File: src/rtl/syncline_pkg.sv
package syncline_pkg;
   // Interrupt source positions inside the enable mask
   localparam int unsigned SRC_ERR = 0;
   localparam int unsigned SRC_REQ = 1;
   localparam int unsigned N_SRC   = 2;

   // Request threshold in link cycles for a frame of f octets
   function automatic int unsigned thr_cycles(input int unsigned f, input int unsigned opc);
      return (5 * f + 9 + opc - 1) / opc;
   endfunction
endpackage

File: src/rtl/sc_sync2.sv
module sc_sync2 #(
   parameter int unsigned STAGES  = 2,
   parameter bit          RST_VAL = 1'b1
) (
   input  logic clk,
   input  logic rst_n,
   input  logic d,
   output logic q
);
   if (STAGES < 2) begin : g_bad_stages
      $error("sc_sync2: STAGES must be at least 2");
   end

   logic [STAGES-1:0] pipe;

   always_ff @(posedge clk) begin
      if (!rst_n) pipe <= {STAGES{RST_VAL}};
      else        pipe <= {pipe[STAGES-2:0], d};
   end

   assign q = pipe[STAGES-1];
endmodule

File: src/rtl/sc_threshold.sv
module sc_threshold #(
   parameter int unsigned F_W     = 9,
   parameter int unsigned F_MAX   = 256,
   parameter int unsigned OPC     = 4,
   parameter int unsigned RUN_W   = 9,
   parameter int unsigned THR_RST = 323
) (
   input  logic             clk,
   input  logic             rst_n,
   input  logic [F_W-1:0]   f_octets,
   output logic [RUN_W-1:0] thr
);
   localparam int unsigned OCT_W = F_W + 4;
   localparam logic [F_W-1:0] F_TOP = F_W'(F_MAX);
   localparam logic [OCT_W-1:0] ROUND_ADD = OCT_W'(9 + OPC - 1);

   if (F_MAX >= (1 << F_W)) begin : g_bad_fmax
      $error("sc_threshold: F_MAX does not fit in F_W bits");
   end

   logic [F_W-1:0]   f_eff;
   logic [OCT_W-1:0] f_wide;
   logic [OCT_W-1:0] octets;
   logic [RUN_W-1:0] thr_d;

   // Clamp frame size into the legal range
   always_comb begin
      if (f_octets == '0)        f_eff = F_W'(1);
      else if (f_octets > F_TOP) f_eff = F_TOP;
      else                       f_eff = f_octets;
   end

   assign f_wide = {4'b0000, f_eff};
   assign octets = (f_wide << 2) + f_wide + ROUND_ADD;

   // Rounding-up divide: a shift when OPC is a power of two
   if ((OPC & (OPC - 1)) == 0) begin : g_shift
      localparam int unsigned SH = $clog2(OPC);
      logic [OCT_W-1:0] q_shift;
      assign q_shift = octets >> SH;
      assign thr_d   = q_shift[RUN_W-1:0];
   end else begin : g_divide
      logic [OCT_W-1:0] q_div;
      assign q_div = octets / OCT_W'(OPC);
      assign thr_d = q_div[RUN_W-1:0];
   end

   always_ff @(posedge clk) begin
      if (!rst_n) thr <= RUN_W'(THR_RST);
      else        thr <= thr_d;
   end
endmodule

File: src/rtl/sc_excursion.sv
module sc_excursion #(
   parameter int unsigned RUN_W = 9
) (
   input  logic             clk,
   input  logic             rst_n,
   input  logic             line_s,
   input  logic [RUN_W-1:0] thr,
   output logic             reached,
   output logic             req_det,
   output logic             err_det
);
   logic [RUN_W-1:0] run_q;
   logic [RUN_W-1:0] run_d;
   logic             req_q;

   // Count low cycles, holding once the threshold is met
   always_comb begin
      if (line_s)          run_d = '0;
      else if (run_q >= thr) run_d = run_q;
      else                 run_d = run_q + 1'b1;
   end

   assign reached = !line_s && (run_d >= thr);
   assign req_det = reached && !req_q;
   assign err_det = line_s && (run_q != '0) && (run_q < thr);

   always_ff @(posedge clk) begin
      if (!rst_n) begin
         run_q <= '0;
         req_q <= 1'b0;
      end else begin
         run_q <= run_d;
         req_q <= reached;
      end
   end
endmodule

File: src/rtl/sc_err_counter.sv
module sc_err_counter #(
   parameter int unsigned CNT_W = 8
) (
   input  logic             clk,
   input  logic             rst_n,
   input  logic             inc,
   input  logic             clr,
   output logic [CNT_W-1:0] count
);
   localparam logic [CNT_W-1:0] CNT_MAX = '1;

   always_ff @(posedge clk) begin
      if (!rst_n)                       count <= '0;
      else if (clr)                     count <= '0;
      else if (inc && count != CNT_MAX) count <= count + 1'b1;
   end
endmodule

File: src/rtl/sc_irq_latch.sv
module sc_irq_latch #(
   parameter int unsigned N_SRC = 2
) (
   input  logic             clk,
   input  logic             rst_n,
   input  logic [N_SRC-1:0] evt,
   input  logic [N_SRC-1:0] en,
   input  logic             clr,
   output logic             irq
);
   logic hit;
   assign hit = |(evt & en);

   // A new enabled event wins over a clear in the same cycle
   always_ff @(posedge clk) begin
      if (!rst_n)   irq <= 1'b0;
      else if (hit) irq <= 1'b1;
      else if (clr) irq <= 1'b0;
   end
endmodule

File: src/rtl/syncline_classifier.sv
module syncline_classifier
   import syncline_pkg::*;
#(
   parameter int unsigned OPC         = 4,
   parameter int unsigned F_W         = 9,
   parameter int unsigned F_MAX       = 256,
   parameter int unsigned CNT_W       = 8,
   parameter int unsigned SYNC_STAGES = 2
) (
   input  logic             clk,
   input  logic             rst_n,
   input  logic             sync_line_n,
   input  logic             sw_sync,
   input  logic [F_W-1:0]   frame_octets,
   input  logic             cnt_clr,
   input  logic [N_SRC-1:0] irq_en,
   input  logic             irq_clr,
   output logic             dev_sync_n,
   output logic             err_pulse,
   output logic [CNT_W-1:0] err_count,
   output logic             irq
);
   localparam int unsigned THR_MAX = thr_cycles(F_MAX, OPC);
   localparam int unsigned RUN_W   = $clog2(THR_MAX + 1);

   if (OPC < 1) begin : g_bad_opc
      $error("syncline_classifier: OPC must be at least 1");
   end
   if (F_MAX < 1) begin : g_bad_fmax
      $error("syncline_classifier: F_MAX must be at least 1");
   end
   if (CNT_W < 1) begin : g_bad_cnt
      $error("syncline_classifier: CNT_W must be at least 1");
   end

   logic             line_s;
   logic [RUN_W-1:0] thr;
   logic             reached;
   logic             req_det;
   logic             err_det;
   logic [N_SRC-1:0] evt;

   sc_sync2 #(.STAGES(SYNC_STAGES), .RST_VAL(1'b1)) u_sync (
      .clk(clk), .rst_n(rst_n), .d(sync_line_n), .q(line_s)
   );

   sc_threshold #(
      .F_W(F_W), .F_MAX(F_MAX), .OPC(OPC), .RUN_W(RUN_W), .THR_RST(THR_MAX)
   ) u_thr (
      .clk(clk), .rst_n(rst_n), .f_octets(frame_octets), .thr(thr)
   );

   sc_excursion #(.RUN_W(RUN_W)) u_exc (
      .clk(clk), .rst_n(rst_n), .line_s(line_s), .thr(thr),
      .reached(reached), .req_det(req_det), .err_det(err_det)
   );

   sc_err_counter #(.CNT_W(CNT_W)) u_cnt (
      .clk(clk), .rst_n(rst_n), .inc(err_det), .clr(cnt_clr), .count(err_count)
   );

   always_comb begin
      evt          = '0;
      evt[SRC_ERR] = err_det;
      evt[SRC_REQ] = req_det;
   end

   sc_irq_latch #(.N_SRC(N_SRC)) u_irq (
      .clk(clk), .rst_n(rst_n), .evt(evt), .en(irq_en), .clr(irq_clr), .irq(irq)
   );

   // Registered outputs: request masked of error pulses, software override
   always_ff @(posedge clk) begin
      if (!rst_n) begin
         dev_sync_n <= 1'b1;
         err_pulse  <= 1'b0;
      end else begin
         dev_sync_n <= !(reached || sw_sync);
         err_pulse  <= err_det;
      end
   end
endmodule

File: config.mk
export PLATFORM = sky130hd
export DESIGN_NAME = syncline_classifier
export DESIGN_NICKNAME = d
export VERILOG_FILES = /design/src/rtl/syncline_pkg.sv /design/src/rtl/sc_sync2.sv /design/src/rtl/sc_threshold.sv /design/src/rtl/sc_excursion.sv /design/src/rtl/sc_err_counter.sv /design/src/rtl/sc_irq_latch.sv /design/src/rtl/syncline_classifier.sv
export SDC_FILE = /design/constraint.sdc
export NUM_CORES = 1
export LEC_CHECK = 0
export ABC_AREA = 0
export BUFFER_PORTS_ARGS = -buffer_cell sky130_fd_sc_hd__buf_2
export CAP_MARGIN = 5
export CORE_MARGIN = 5
export CORE_UTILIZATION = 55
export CTS_CLUSTER_SIZE = 8
export DETAILED_ROUTE_END_ITERATION = 10
export GPL_TIMING_DRIVEN = 1
export PLACE_DENSITY = 0.82
export SLEW_MARGIN = 20
export SYNTH_ARGS = -nofsm -noshare
export SYNTH_HDL_FRONTEND = slang
export SYNTH_SLANG_ARGS = --single-unit
File: constraint.sdc
create_clock -name clk -period 3.6 [get_ports clk]
set_input_delay 0.54 -clock clk [delete_from_list [all_inputs] [get_ports clk]]
set_output_delay 0.54 -clock clk [all_outputs]
set_load 0.01 [all_outputs]
Word-level counts from Yosys, hierarchy flattened
Index checks and enable logic that the tools add are counted.
{"block": "word_totals", "inputBits": 17, "reg_bits": 32, "word_cells": 39}
{"block": "classes", "n_mux": 6, "bitwise": 2, "n_reduce_logical": 14, "magnitude_cmp": 4, "eq_ne": 1, "add_sub_neg": 4}
{"op": "$mux 9", "count": 4}
{"op": "$ge 9x9->1", "count": 2}
{"op": "$add 11x4->11 const B", "count": 1}
{"op": "$add 11x9->11", "count": 1}
{"op": "$add 9x1->9 const B", "count": 1}
{"op": "$gt 9x9->1 const B", "count": 1}
{"op": "$logic_not 9->1", "count": 1}
{"op": "$lt 9x9->1", "count": 1}
{"op": "$reduce_bool 9->1", "count": 1}
{"op": "$add 8x1->8 const B", "count": 1}
{"op": "$ne 8x8->1 const B", "count": 1}
{"op": "$logic_and 1x1->1", "count": 5}
{"op": "$reduce_or 2->1", "count": 2}
{"op": "$logic_not 1->1", "count": 3}
{"op": "$and 2x2->2", "count": 1}
{"op": "$mux 1", "count": 2}
{"op": "$reduce_bool 2->1", "count": 1}
{"op": "$logic_or 1x1->1", "count": 1}
{"op": "$not 1->1", "count": 1}

Logic depth before layout (Yosys ltp)
Gate-level depths: netlist of run 1.
{"block": "depth", "word_depth": 9, "depth_mapped": 16, "ltp_nobuf": 15}

Cells and area by module
A second synthesis of run 1 with hierarchy kept.
{"block": "hier_totals", "cells_unflattened": 267, "hier_area_um2": 2332.2}
{"mod": "sc_excursion", "cells_per_inst": 127, "area_each_um2": 1054.8, "n_inst": 1, "seq_area_each_um2": 200.2}
{"mod": "sc_threshold", "cells_per_inst": 80, "area_each_um2": 708.2, "n_inst": 1, "seq_area_each_um2": 180.2}
{"mod": "sc_err_counter", "cells_per_inst": 46, "area_each_um2": 421.7, "n_inst": 1, "seq_area_each_um2": 160.2}
{"mod": "sc_sync2", "cells_per_inst": 4, "area_each_um2": 52.6, "n_inst": 1, "seq_area_each_um2": 40.0}
{"mod": "syncline_classifier", "cells_per_inst": 4, "area_each_um2": 51.3, "n_inst": 1, "seq_area_each_um2": 40.0}
{"mod": "sc_irq_latch", "cells_per_inst": 6, "area_each_um2": 43.8, "n_inst": 1, "seq_area_each_um2": 20.0}

Worst setup path before layout of run 1
No wires, ideal clock.
{"block": "synth_timing", "path_kind": "input-to-reg", "from": "input frame_octets[7]", "to": "register u_thr.thr[7]", "setup_slack_ns": 0.522, "path_stages": 14, "arrival_time_ns": 2.951, "required_time_ns": 3.473, "setup_ns": 0.127, "path_cell_list": "or4_1 > nor4_1 > o21bai_1 > ha_1 > inv_1 > ha_1 > inv_1 > fa_1 > nor2b_1 > o21ai_0 > nand2b_1 > a21oi_1 > and4b_1 > or3_1"}
{"block": "synth_between", "elab_chain_cells": 5, "elab_cells_between_ends": 6, "classes_between": "2 x add/sub; 1 x order compare; 2 x mux; 1 x reduce/logical"}
{"item": "from (decl)", "line": "syncline_classifier.sv:14", "rtl": "input logic [F_W-1:0] frame_octets,"}
{"item": "$gt 9x9->1", "line": "sc_threshold.sv:29", "rtl": "else if (f_octets > F_TOP) f_eff = F_TOP;"}
{"item": "$mux 9", "line": "sc_threshold.sv:29"}
{"item": "$mux 9 *", "line": "sc_threshold.sv:28", "rtl": "if (f_octets == '0) f_eff = F_W'(1);"}
{"item": "$add 11x9->11 *", "line": "sc_threshold.sv:34", "rtl": "assign octets = (f_wide << 2) + f_wide + ROUND_ADD;"}
{"item": "$add 11x4->11 *", "line": "sc_threshold.sv:34"}
{"item": "to (signal assigned)", "line": "sc_threshold.sv:49", "rtl": "if (!rst_n) thr <= RUN_W'(THR_RST);"}
{"item": "to (signal assigned)", "line": "sc_threshold.sv:50", "rtl": "else thr <= thr_d;"}
{"item": "to (decl)", "line": "sc_threshold.sv:11", "rtl": "output logic [RUN_W-1:0] thr"}
Every way passes the cells marked *; elsewhere a longest branch is shown, timed or not.
A chain may end at the register's enable or synchronous reset.

Final worst setup path of run 1
{"block": "layout_timing", "from": "register u_exc.run_q[7]", "to": "register u_irq.irq"}
{"block": "layout_between", "elab_chain_cells": 9, "elab_cells_between_ends": 15, "classes_between": "1 x add/sub; 3 x order compare; 3 x mux; 1 x bitwise; 7 x reduce/logical"}
{"item": "from (decl)", "line": "sc_excursion.sv:12", "rtl": "logic [RUN_W-1:0] run_q;"}
{"item": "from (signal assigned)", "line": "sc_excursion.sv:32", "rtl": "run_q <= run_d;"}
{"item": "$add 9x1->9 / $ge 9x9->1 (equally long branches)", "line": "sc_excursion.sv:20, sc_excursion.sv:19"}
{"item": "$mux 9 *", "line": "sc_excursion.sv:19", "rtl": "else if (run_q >= thr) run_d = run_q;"}
{"item": "$mux 9 *", "line": "sc_excursion.sv:18", "rtl": "if (line_s) run_d = '0;"}
{"item": "via u_exc.run_d[8]", "line": "sc_excursion.sv:13", "rtl": "logic [RUN_W-1:0] run_d;"}
{"item": "$ge 9x9->1 *", "line": "sc_excursion.sv:23", "rtl": "assign reached = !line_s && (run_d >= thr);"}
{"item": "$logic_and 1x1->1 *", "line": "sc_excursion.sv:23"}
{"item": "$logic_and 1x1->1 *", "line": "sc_excursion.sv:24", "rtl": "assign req_det = reached && !req_q;"}
{"item": "$and 2x2->2 *", "line": "sc_irq_latch.sv:12", "rtl": "assign hit = |(evt & en);"}
{"item": "$reduce_or 2->1 *", "line": "sc_irq_latch.sv:12"}
{"item": "$mux 1 / $reduce_bool 2->1 (equally long branches)"}
{"item": "to (signal assigned)", "line": "sc_irq_latch.sv:16", "rtl": "if (!rst_n) irq <= 1'b0;"}
{"item": "to (signal assigned)", "line": "sc_irq_latch.sv:17", "rtl": "else if (hit) irq <= 1'b1;"}
{"item": "to (signal assigned)", "line": "sc_irq_latch.sv:18", "rtl": "else if (clr) irq <= 1'b0;"}
{"item": "to (decl)", "line": "sc_irq_latch.sv:9", "rtl": "output logic irq"}
The timed path passes the listed nets; every way through them passes the cells marked *.

==> results of run 1 <==
[per-stage QoR]
step                cell area (um2)  util (%)  total power, uW  std cells  hold slack [ns]
floorplan                      2210         -              475        255            0.386
global placement               2390      60.6              499        328            0.393
detailed placement             2390      60.6              505        328            0.393
CTS                            2500      63.3              842        336            0.409
global route                   2500      63.3              875        336            0.409
finish                         2500      63.3              834        336            0.408
[layout by cell type (no fill, tap or decap), types with 2 or more instances in the layout]
cell	count
sky130_fd_sc_hd__a21oi_1	15
sky130_fd_sc_hd__nand2_1	12
sky130_fd_sc_hd__nor2_1	24
sky130_fd_sc_hd__xnor2_1	3
sky130_fd_sc_hd__or4_1	4
sky130_fd_sc_hd__o31ai_1	4
sky130_fd_sc_hd__clkbuf_8	5
sky130_fd_sc_hd__nor4_1	2
sky130_fd_sc_hd__nor3b_1	2
sky130_fd_sc_hd__dfxtp_1	32
sky130_fd_sc_hd__nand3_1	14
sky130_fd_sc_hd__or3_1	3
sky130_fd_sc_hd__inv_1	18
sky130_fd_sc_hd__xor2_1	10
sky130_fd_sc_hd__and4_1	2
sky130_fd_sc_hd__nand4_1	4
sky130_fd_sc_hd__nand3b_1	3
sky130_fd_sc_hd__buf_4	3
sky130_fd_sc_hd__ha_1	34
sky130_fd_sc_hd__nand2b_1	8
sky130_fd_sc_hd__and4b_1	3
sky130_fd_sc_hd__and3_1	3
sky130_fd_sc_hd__o21ai_0	8
sky130_fd_sc_hd__buf_2	27
sky130_fd_sc_hd__o21bai_1	2
sky130_fd_sc_hd__mux2i_1	2
sky130_fd_sc_hd__and2_1	4
sky130_fd_sc_hd__or2_2	2
sky130_fd_sc_hd__nor2b_1	12
[path summary, 6_finish.rpt]
kind,from,endpoint,slack (ns),depth (start not counted)
setup / recovery,u_exc.run_q[7],u_irq.irq,0.31,13
hold / removal,u_sync.pipe[0],u_sync.pipe[1],0.41,1
setup reg to reg,u_exc.run_q[7],u_irq.irq,0.31,13
hold reg to reg,u_sync.pipe[0],u_sync.pipe[1],0.41,1
[worst max-delay path, stage by stage, from the launching register on]
cell and delay [ns]:
sky130_fd_sc_hd__dfxtp_1 0.43, sky130_fd_sc_hd__ha_1 0.28, sky130_fd_sc_hd__o21ai_0 0.30, sky130_fd_sc_hd__o21bai_2 0.15, sky130_fd_sc_hd__a31oi_4 0.29, sky130_fd_sc_hd__nand4_4 0.15, sky130_fd_sc_hd__or4_1 0.51, sky130_fd_sc_hd__a21oi_1 0.18
sky130_fd_sc_hd__ha_1 0.26, sky130_fd_sc_hd__and2_1 0.16, sky130_fd_sc_hd__o21ai_0 0.13, sky130_fd_sc_hd__o21ai_0 0.16, sky130_fd_sc_hd__nand3b_1 0.12, sky130_fd_sc_hd__nand3_1 0.07
[cell families after synthesis]
| family | Yosys count | share of synthesized area [%] |
|---|---|---|
| buf+inv | 25 | 4.92 |
| flops | 32 | 29.0 |
| other cells | 1 | 0.170 |
| compound gates | 38 | 11.4 |
| fa+ha+maj | 35 | 20.1 |
| mux | 2 | 0.906 |
| simple gates | 109 | 28.3 |
| xor+xnor | 13 | 5.15 |
[layout make-up]
type	instances	area, um2
fill	334	1450
sequential	32	641
clock buffer	6	72.6
multi-input combinational	198	1460
timing repair buffer	30	158
clock inverter	2	35.0
tap	50	62.6
inverter	18	67.6
[power groups by stage]
| stage | clock, uW | sequential [uW] | combinational (uW) |
|---|---|---|---|
| 2_1_floorplan | 0 | 380 | 94.5 |
| 3_3_place_gp | 0 | 382 | 117 |
| 3_5_place_dp | 0 | 382 | 123 |
| 4_1_cts | 344 | 374 | 123 |
| 5_1_grt | 359 | 376 | 140 |
| 6_report | 338 | 374 | 121 |
[metal layers]
layer,global-route usage [%],share of wire (%),up-vias
met4,8.05,2.5,0
met1,20.2,45,843
met2,27.6,48,41
li1,-,-,953
met5,0,0,-
met3,4.24,4.2,9
[state kept, by name, summed over array words and instances (netlist names)]
| register | count |
|---|---|
| dev_sync_n | 1 |
| u_thr.thr | 9 |
| err_pulse | 1 |
| u_irq.irq | 1 |
| u_cnt.count | 8 |
| u_exc.run_q | 9 |
| u_sync.pipe | 2 |
| u_exc.req_q | 1 |
==> results list, run 1 <==
- CTS Buf Count: 5
- Dividing the final minimum period by the clock period gives 91.3%.
- Final slew viol count: 0
- Count of final hold-check violations: 0
* Relative area change from synthesis to final layout: 13.0%
* Clock insertion delay at the later pin of the skew report: 0.29 ns
- CTS sink cnt: 32
* Vias after detailed routing: approximately 1800
- By area the synthesized netlist is led by sky130_fd_sc_hd__dfxtp_1 (29%), sky130_fd_sc_hd__ha_1 (19%), sky130_fd_sc_hd__nor2_1 (4.1%).
- Clock-pin slew was measured on the worst setup and hold paths at 0.07 ns.
- In this run the deepest clock path goes through 2 buffers.
- The netlist uses slightly below 50 different library cells.
* Total negative slack: 0 ns
* Total of cells resized after clock tree synthesis: 0
- Of the cells placed in the final design, the portion with a size suffix greater than 1 is 16.4%.
- The congestion estimate from routability-driven global placement came to 0.810.
* Antenna viol nets, final: 0
- The internal portion of the total power is 630 uW.
* Post-synthesis sequential area ratio: ~29%
- Setup Slack @ Placement: 0.272 ns
* Leading register cell type out of synthesis: sky130_fd_sc_hd__dfxtp_1
- After detailed routing, the number of remaining DRC violations is 0.
- Number of inserted diodes: 0
- GRT Resource Usage Total: between 10% and 20%
- For this design the ratio of total power to cell area is 334 nW/um2.
- Drt first-iter violations: 125
* Post-CTS Setup Bufs: 0
- The critical path is of the register to register type.
* Worst clock skew: 0.00686 ns
- Yosys top cell by area: sky130_fd_sc_hd__dfxtp_1
- The via count of the first global-routing pass came to between 1500 and 2000.
- The HPWL after detailed placement is 3.33 mm.
- Initial core utilization: between 50% and 60%
- The initial antenna violation count was 0.
- Cell at the root of the clock tree: sky130_fd_sc_hd__clkbuf_8
* TritonCTS clock tree: done
- Leakage: 0.00114 uW
- The run finished with clean final reports.
- In this run, synthesis produced a sequential element count of 32.
- Die Outline Area: 5390 um2
- Hold buffers post-CTS: 0
* Data arrival time of the worst path: 3.47 ns
* Iteration count of the initial detailed-routing pass: 4
- Kind of capture point of the worst setup path: register
* Number of max-cap violations: 0
- The floorplan has 23 rows.
* Switching share of power: 24.5%
* RSZ-0062 raised after global routing: false
- The share of synthesized area in the top cell type comes to 29.0%.
* Clock share of power: 40.6%
* CORE AREA: 3940 um2
- In this run the horizontal extent of the chip is 73.4 um.
- Post-detailed-route via-to-cell ratio: 5.49
- Synthesized instance count: between 200 and 300
- Final net count: 337
* CTS HTree Levels: 2
- The min-delay analysis places its worst path in the category register to register.
- When the netlist entered floorplanning its net count stood at 307.
* Logic pwr share: 14.5%
* Total congestion overflow: 0
- Entering global routing, the biggest net connects 22 pins.
- The synthesized design contains 0 enable-type register cells.
* Commonest cells in the netlist: sky130_fd_sc_hd__ha_1 (34), sky130_fd_sc_hd__dfxtp_1 (32), sky130_fd_sc_hd__nor2_1 (24)
- Among all cell types in the netlist, the one instantiated most often is sky130_fd_sc_hd__ha_1.
* Async set or reset register ratio after synthesis: 0%
- During I/O placement, the number of pins put on the boundary was 28.
- The smallest clock period supported by the final layout is computed as 3.29 ns.
* Average wire per standard cell: 12.4 um
* Post-layout worst setup margin: 0.314 ns
* Mean instance size in the synthesized netlist: roughly 8.7 um2
- VDD sags by at most roughly 0.16 mV.
* Register share of total power: 44.9%
- In this run the power spent charging and discharging nets is 204 uW.
* Total of buffers placed on input and output ports: 27
* Highest achievable clock rate: ~0.30 GHz
* Routed wire length: 4.16 mm
- Count of final setup violators: 0
- Of all nets on the critical path, the largest fanout is 7.
- Yosys printed 0 warnings.
- Die height: between 70 and 80 um
* Element type at the critical path start: register
- Post-synthesis instance area: between 2000 and 2500 um2
- First-pass GRT wire length: 7.04 mm
- At the worst endpoint, the required time is 3.78 ns.
No activity file was read; power rests on OpenSTA's default activity.
==> inputs of run 2 (changes only) <==
Settings changed: REMOVE_ABC_BUFFERS from default to 1.
==> results list, run 2 (synthesis gave the netlist of run 1 again) <==
* CTS HTree Levels: 2 (unchanged)
* Initial core utilization: 56.1% (unchanged)
- RSZ-0062 raised after global routing: false (unchanged).
- The cell type of the slowest stage on the worst timing path is sky130_fd_sc_hd__or4_1 (unchanged).
* Antenna viol nets, final: 0 (unchanged)
* Highest achievable clock rate: 0.306 GHz (was 0.304 GHz)
- Total congestion overflow: 0 (unchanged)
* Largest net degree at the start of global routing: 22 (unchanged)
- Relative area change from synthesis to final layout: 12.8% (was 13.0%)
- The total of cells resized after clock tree synthesis came to 0 (unchanged).
- Biggest registers after layout: u_exc.run_q (9), u_thr.thr (9), u_cnt.count (8) (unchanged)
* Top library cells by usage in the layout, fill and taps aside: sky130_fd_sc_hd__ha_1 (34), sky130_fd_sc_hd__dfxtp_1 (32), sky130_fd_sc_hd__buf_2 (27), sky130_fd_sc_hd__nor2_1 (24), sky130_fd_sc_hd__inv_1 (18) (unchanged)
* Number of max-cap violations: 0 (unchanged)
- Post-detailed-route via-to-cell ratio: 5.46 (was 5.49)
* Clock insertion delay at the later pin of the skew report: 0.29 ns (about the same)
- The first-pass GRT wire length came to 7.41 mm (was 7.04 mm).
- The endpoint arrival time on the critical path is 3.44 ns (was 3.47 ns).
- The largest stage delay on the critical path came to 0.52 ns (was 0.51 ns).
- The number of antenna diodes came to 0 (unchanged).
- Routability congestion estimate: 0.825 (was 0.810)
* Min Tclk post-route: 3.27 ns (was 3.29 ns)
- Core occupancy in the finished layout: 63.2% (was 63.3%)
* Vias after detailed routing: 1828 (was 1846)
* Category of the most critical setup path: register to register (unchanged)
- Average wire per standard cell: 13.2 um (was 12.4 um)
- Result of the run: complete, no violations (unchanged).
- Final slew viol count: 0 (unchanged)
- The clock sink count was 32 (unchanged).
* GRT Resource Usage Total: 17.7% (was 16.7%)
- Number of primary I/O pins: 28 (unchanged)
* Number of global-route vias before repair: 1758 (was 1671)
* Die Outline Area: 5390 um2 (unchanged)
- Die W: 73.4 um (unchanged)
- CORE AREA: 3940 um2 (unchanged)
- Post-CTS Setup Bufs: 0 (unchanged)
- The share of layout cells above drive strength 1 is 16.5% (was 16.4%).
- The data required time of the worst path was 3.78 ns (about the same).
* Final net count: 336 (was 337)
- The setup violation total in the final timing report came to 0 (unchanged).
- Kind of capture point of the worst setup path: register (unchanged)
- The number of DRC markers in iteration 0 came to 103 (was 125).
- Routed wire length: 4.42 mm (was 4.16 mm)
- The post-detailed-route DRC marker count is 0 (unchanged).
- Count of final hold-check violations: 0 (unchanged)
- The cell type group with the largest total delay on the critical path is simple AND/OR/NAND/NOR gates (was compound AO/OA/AOI/OAI gates).
- CTS Buf Count: 5 (unchanged)
* Power per unit of standard cell area: 337 nW/um2 (was 334 nW/um2)
- The post-route worst hold slack is 0.411 ns (was 0.408 ns).
- The initial antenna violation count came to 0 (unchanged).
- Detailed placement HPWL: 3.36 mm (was 3.33 mm)
* Leakage: 0.00113 uW (was 0.00114 uW)
- The buffering stage count on the worst path with inverters included is 0 (unchanged).
- For the pin with the worst max-slew slack, the measured transition is 0.500 ns.
- The largest clock skew in the final design was 0.00290 ns (was 0.00686 ns).
- Total negative slack: 0 ns (unchanged)
- Hold/Removal Path Class: register to register (unchanged)
- Total of buffers placed on input and output ports: 27 (unchanged)
* Reg clk slew, reported paths: 0.07 ns (about the same)
- Hold buffers post-CTS: 0 (unchanged)
- Chain of cells forming the critical path: ha_1 > nand3_1 > o21bai_1 > a31o_2 > nand4_4 > or4_1 > a21oi_1 > ha_1 > and2_1 > o21ai_0 > o21ai_0 > nand3b_1 > nand3_1 (was ha_1 > o21ai_0 > o21bai_2 > a31oi_4 > nand4_4 > or4_1 > a21oi_1 > ha_1 > and2_1 > o21ai_0 > o21ai_0 > nand3b_1 > nand3_1).
* Iteration count of the initial detailed-routing pass: 4 (unchanged)
- Element type at the critical path start: register (unchanged)
* Max_slew headroom: 66.6%
* Placement Rows: 23 (unchanged)
* Die height: 73.4 um (unchanged)
* CP Max Fanout: 11 (was 7)
* CTS Buffer Depth: 2 (unchanged)
- TritonCTS clock tree: done (unchanged)
- Cell at the root of the clock tree: sky130_fd_sc_hd__clkbuf_8 (unchanged)
- The peak supply drop was 0.186 mV (was 0.158 mV).
* Leading cell type in the layout, fill and taps excluded: sky130_fd_sc_hd__ha_1 (unchanged)
- The final critical-path share of the clock period was 90.7% (was 91.3%).
[run 2: cell types whose count changed in the layout (fill, tap and decap cells not counted), sizes merged]
| cell | previous run | this run |
|---|---|---|
| buf | 30 | 29 |
| clkbuf | 6 | 5 |
| clkinvlp | 0 | 1 |
[run 2: cell type report]
class                           instances  area (um2)
Fill cell                             326        1450
Tap cell                               50        62.6
Clock buffer                            5        68.8
Multi-Input combinational cell        198        1460
Clock inverter                          3        42.5
Timing Repair Buffer                   29         150
Inverter                               18        67.6
Sequential cell                        32         641
[run 2: final timing paths]
kind | start | to | slack (ns) | depth (start not counted)
setup / recovery | u_exc.run_q[4] | u_irq.irq | 0.33 | 13
setup reg to reg | u_exc.run_q[4] | u_irq.irq | 0.33 | 13
hold / removal | u_sync.pipe[0] | u_sync.pipe[1] | 0.41 | 1
hold reg to reg | u_sync.pipe[0] | u_sync.pipe[1] | 0.41 | 1
[run 2: power by group]
| group | internal, uW | leakage [uW] | total (uW) | switching (uW) |
|---|---|---|---|---|
| clock | 205 | 0.0000541 | 342 | 137 |
| sequential | 368 | 0.000261 | 374 | 5.96 |
| combinational | 57.1 | 0.000817 | 125 | 68.2 |
[run 2: metal layers]
layer,part of all wire [%],global-route usage [%],wire [um]
met1,45,20.7,1990
met2,49,30.9,2180
met3,3.8,4.10,166
met4,2.1,7.44,91
met5,0,0,0
[run 2: through the flow]
step	power (uW)	cells	setup WS, ns	instance area, um2
after global placement	499	327	0.326	2380
after CTS	848	335	0.305	2490
after detailed placement	505	327	0.235	2380
after floorplan	470	248	0.522	2170
final	841	335	0.334	2490
after global routing	884	335	0.129	2490
==> inputs of run 3 (changes only) <==
Settings changed: PLACE_DENSITY 0.82 to 0.76.
==> results list, run 3 (synthesis gave the netlist of run 1 again) <==
- The number of hold buffers added after cts was 0 (unchanged).
* Leading cell type in the layout, fill and taps excluded: sky130_fd_sc_hd__ha_1 (unchanged)
- The number of buffers on the longest clock path is 2 (unchanged).
- Vias after detailed routing: 1803 (was 1828)
- Chain of cells forming the critical path: ha_1 > o21ai_0 > o21bai_2 > a31oi_4 > nand4_4 > or4_1 > a21oi_1 > ha_1 > and2_1 > o21ai_0 > o21ai_0 > nand3b_1 > nand3_1 (was ha_1 > nand3_1 > o21bai_1 > a31o_2 > nand4_4 > or4_1 > a21oi_1 > ha_1 > and2_1 > o21ai_0 > o21ai_0 > nand3b_1 > nand3_1).
- The largest stage delay on the critical path was 0.51 ns (was 0.52 ns).
- Detailed placement HPWL: 3.30 mm (was 3.36 mm)
- The clock sink count is 32 (unchanged).
* Leakage: 0.00114 uW (was 0.00113 uW)
- The maximum net fanout on the critical path is 7 (was 11).
- The number of antenna diodes was 0 (unchanged).
- Logic pwr share: 14.4% (was 14.9%)
- Die height: 73.4 um (unchanged)
* Min Tclk post-route: 3.27 ns (about the same)
* Die W: 73.4 um (unchanged)
* Number of global-route vias before repair: 1708 (was 1758)
- The internal power summed over all cells is 629 uW (was 630 uW).
* First-pass GRT wire length: 7.37 mm (was 7.41 mm)
* Library cell contributing the largest single delay on the critical path: sky130_fd_sc_hd__or4_1 (unchanged)
* Drt first-iter violations: 110 (was 103)
* Number of max-cap violations: 0 (unchanged)
- Relative area change from synthesis to final layout: 13.1% (was 12.8%)
- CP required: 3.78 ns (about the same)
- Count of final setup violators: 0 (unchanged)
* TritonCTS clock tree: done (unchanged)
- The endpoint arrival time on the critical path is 3.45 ns (was 3.44 ns).
- Post-layout worst setup margin: 0.331 ns (was 0.334 ns)
- Element type at the critical path start: register (unchanged)
* Post-route clock period utilization: 90.8% (was 90.7%)
* Antenna viol nets, final: 0 (unchanged)
- CTS HTree Levels: 2 (unchanged)
- The CTS clock-pin slew for the worst setup and hold paths was 0.07 ns (about the same).
* Total negative slack: 0 ns (unchanged)
* Clock share of power: 41.2% (was 40.6%)
- Maximum resistive drop on vdd: 0.238 mV (was 0.186 mV)
* Final slew viol count: 0 (unchanged)
- The routed wire length came to 4.08 mm (was 4.42 mm).
- The setup slack after placement was 0.187 ns (was 0.235 ns).
- The global-route total usage across every layer was 17.2% (was 17.7%).
- Cell at the root of the clock tree: sky130_fd_sc_hd__clkbuf_8 (unchanged)
* CORE AREA: 3940 um2 (unchanged)
- The largest clock skew in the final design came to 0.00426 ns (was 0.00290 ns).
- The power density over the cells is 337 nW/um2 (about the same).
- Average wire per standard cell: 12.1 um (was 13.2 um)
- The kind of critical path is register to register (unchanged).
- The number of setup buffers added after CTS was 0 (unchanged).
- The total of cells resized after clock tree synthesis is 0 (unchanged).
- The number of port buffers is 27 (unchanged).
- The sequential group share of total power is 44.4% (was 44.5%).
- The share of layout cells above drive strength 1 was 16.8% (was 16.5%).
* Highest achievable clock rate: 0.306 GHz (about the same)
- Routability congestion estimate: 0.795 (was 0.825)
- The remaining global-route overflow was 0 (unchanged).
- Largest net degree at the start of global routing: 22 (unchanged)
* Biggest registers after layout: u_exc.run_q (9), u_thr.thr (9), u_cnt.count (8) (unchanged)
- Count of final hold-check violations: 0 (unchanged)
- Final routed DRC violation total: 0 (unchanged)
- The number of top-level pins was 28 (unchanged).
- The net count reported at finish came to 337 (was 336).
* CTS Buf Count: 5 (unchanged)
- Hold/Removal Path Class: register to register (unchanged)
- The first-pass iteration count of the detailed router was 4 (unchanged).
- The initial antenna violation count was 0 (unchanged).
- The fraction of power spent switching nets is 25.2% (was 25.1%).
- Cell repeated most along the worst path: sky130_fd_sc_hd__o21ai_0
* Net load switching power: 213 uW (was 211 uW)
* Kind of capture point of the worst setup path: register (unchanged)
- The effective utilization at floorplan is 56.1% (unchanged).
- Die Outline Area: 5390 um2 (unchanged)
- Result of the run: complete, no violations (unchanged)
- Clock insertion delay at the later pin of the skew report: 0.29 ns (about the same)
- RSZ-0062 raised after global routing: false (unchanged).
- The via count normalized by instance count is 5.37 (was 5.46).
- Top library cells by usage in the layout, fill and taps aside: sky130_fd_sc_hd__ha_1 (34), sky130_fd_sc_hd__dfxtp_1 (32), sky130_fd_sc_hd__buf_2 (27), sky130_fd_sc_hd__nor2_1 (24), sky130_fd_sc_hd__inv_1 (18) (unchanged).
* Placement Rows: 23 (unchanged)
-- run 3: changes by cell type in the layout (fill, tap and decap cells not counted) --
cell / previous run / this run
sky130_fd_sc_hd__buf_4: 2 / 3
-- run 3: area by class of cell --
class,count,area (um2)
flip-flops and latches,32,641
multi-input cells,198,1460
inverters,18,67.6
clock buffers,5,68.8
well taps,50,62.6
repair buffers,30,158
clock inverters,3,42.5
fillers,326,1440
-- run 3: path summary, 6_finish.rpt --
check                    to  slack [ns]  cells past startpoint            from
max               u_irq.irq        0.33                     13  u_exc.run_q[7]
min reg2reg  u_sync.pipe[1]        0.41                      1  u_sync.pipe[0]
min          u_sync.pipe[1]        0.41                      1  u_sync.pipe[0]
max reg2reg       u_irq.irq        0.33                     13  u_exc.run_q[7]
-- run 3: metrics by stage --
step                area, um2  instances  util, %  hold slack, ns  power [uW]
global placement         2390        328     60.6           0.400         500
CTS                      2500        336     63.4           0.402         853
detailed placement       2390        328     60.6           0.392         505
finish                   2500        336     63.4           0.408         842
floorplan                2170        248        -           0.386         470
global route             2500        336     63.4           0.415         890
-- run 3: metal layers --
metal	track usage, %	routed length [um]	vias to the layer above
met1	23.0	1950	809
met4	5.43	64	0
li1	-	-	956
met3	4.10	170	8
met2	27.5	1890	30
met5	0	0	-
-- run 3: power groups by stage --
stage          Combinational [uW]  Sequential (uW)  Clock, uW
6_report                      122              374        347
5_1_grt                       143              376        371
4_1_cts                       123              374        356
3_5_place_dp                  122              382          0
3_3_place_gp                  118              382          0
2_1_floorplan                89.1              381          0
-- run 3: worst max-delay path: cells and delay by family, from the launching register on --
family | cells | cell delay (ns)
AOI/OAI and AO/OA | 6 | 1.20
DFF | 1 | 0.41
adders and majority gates | 2 | 0.54
and+or+nand+nor | 5 | 1.01
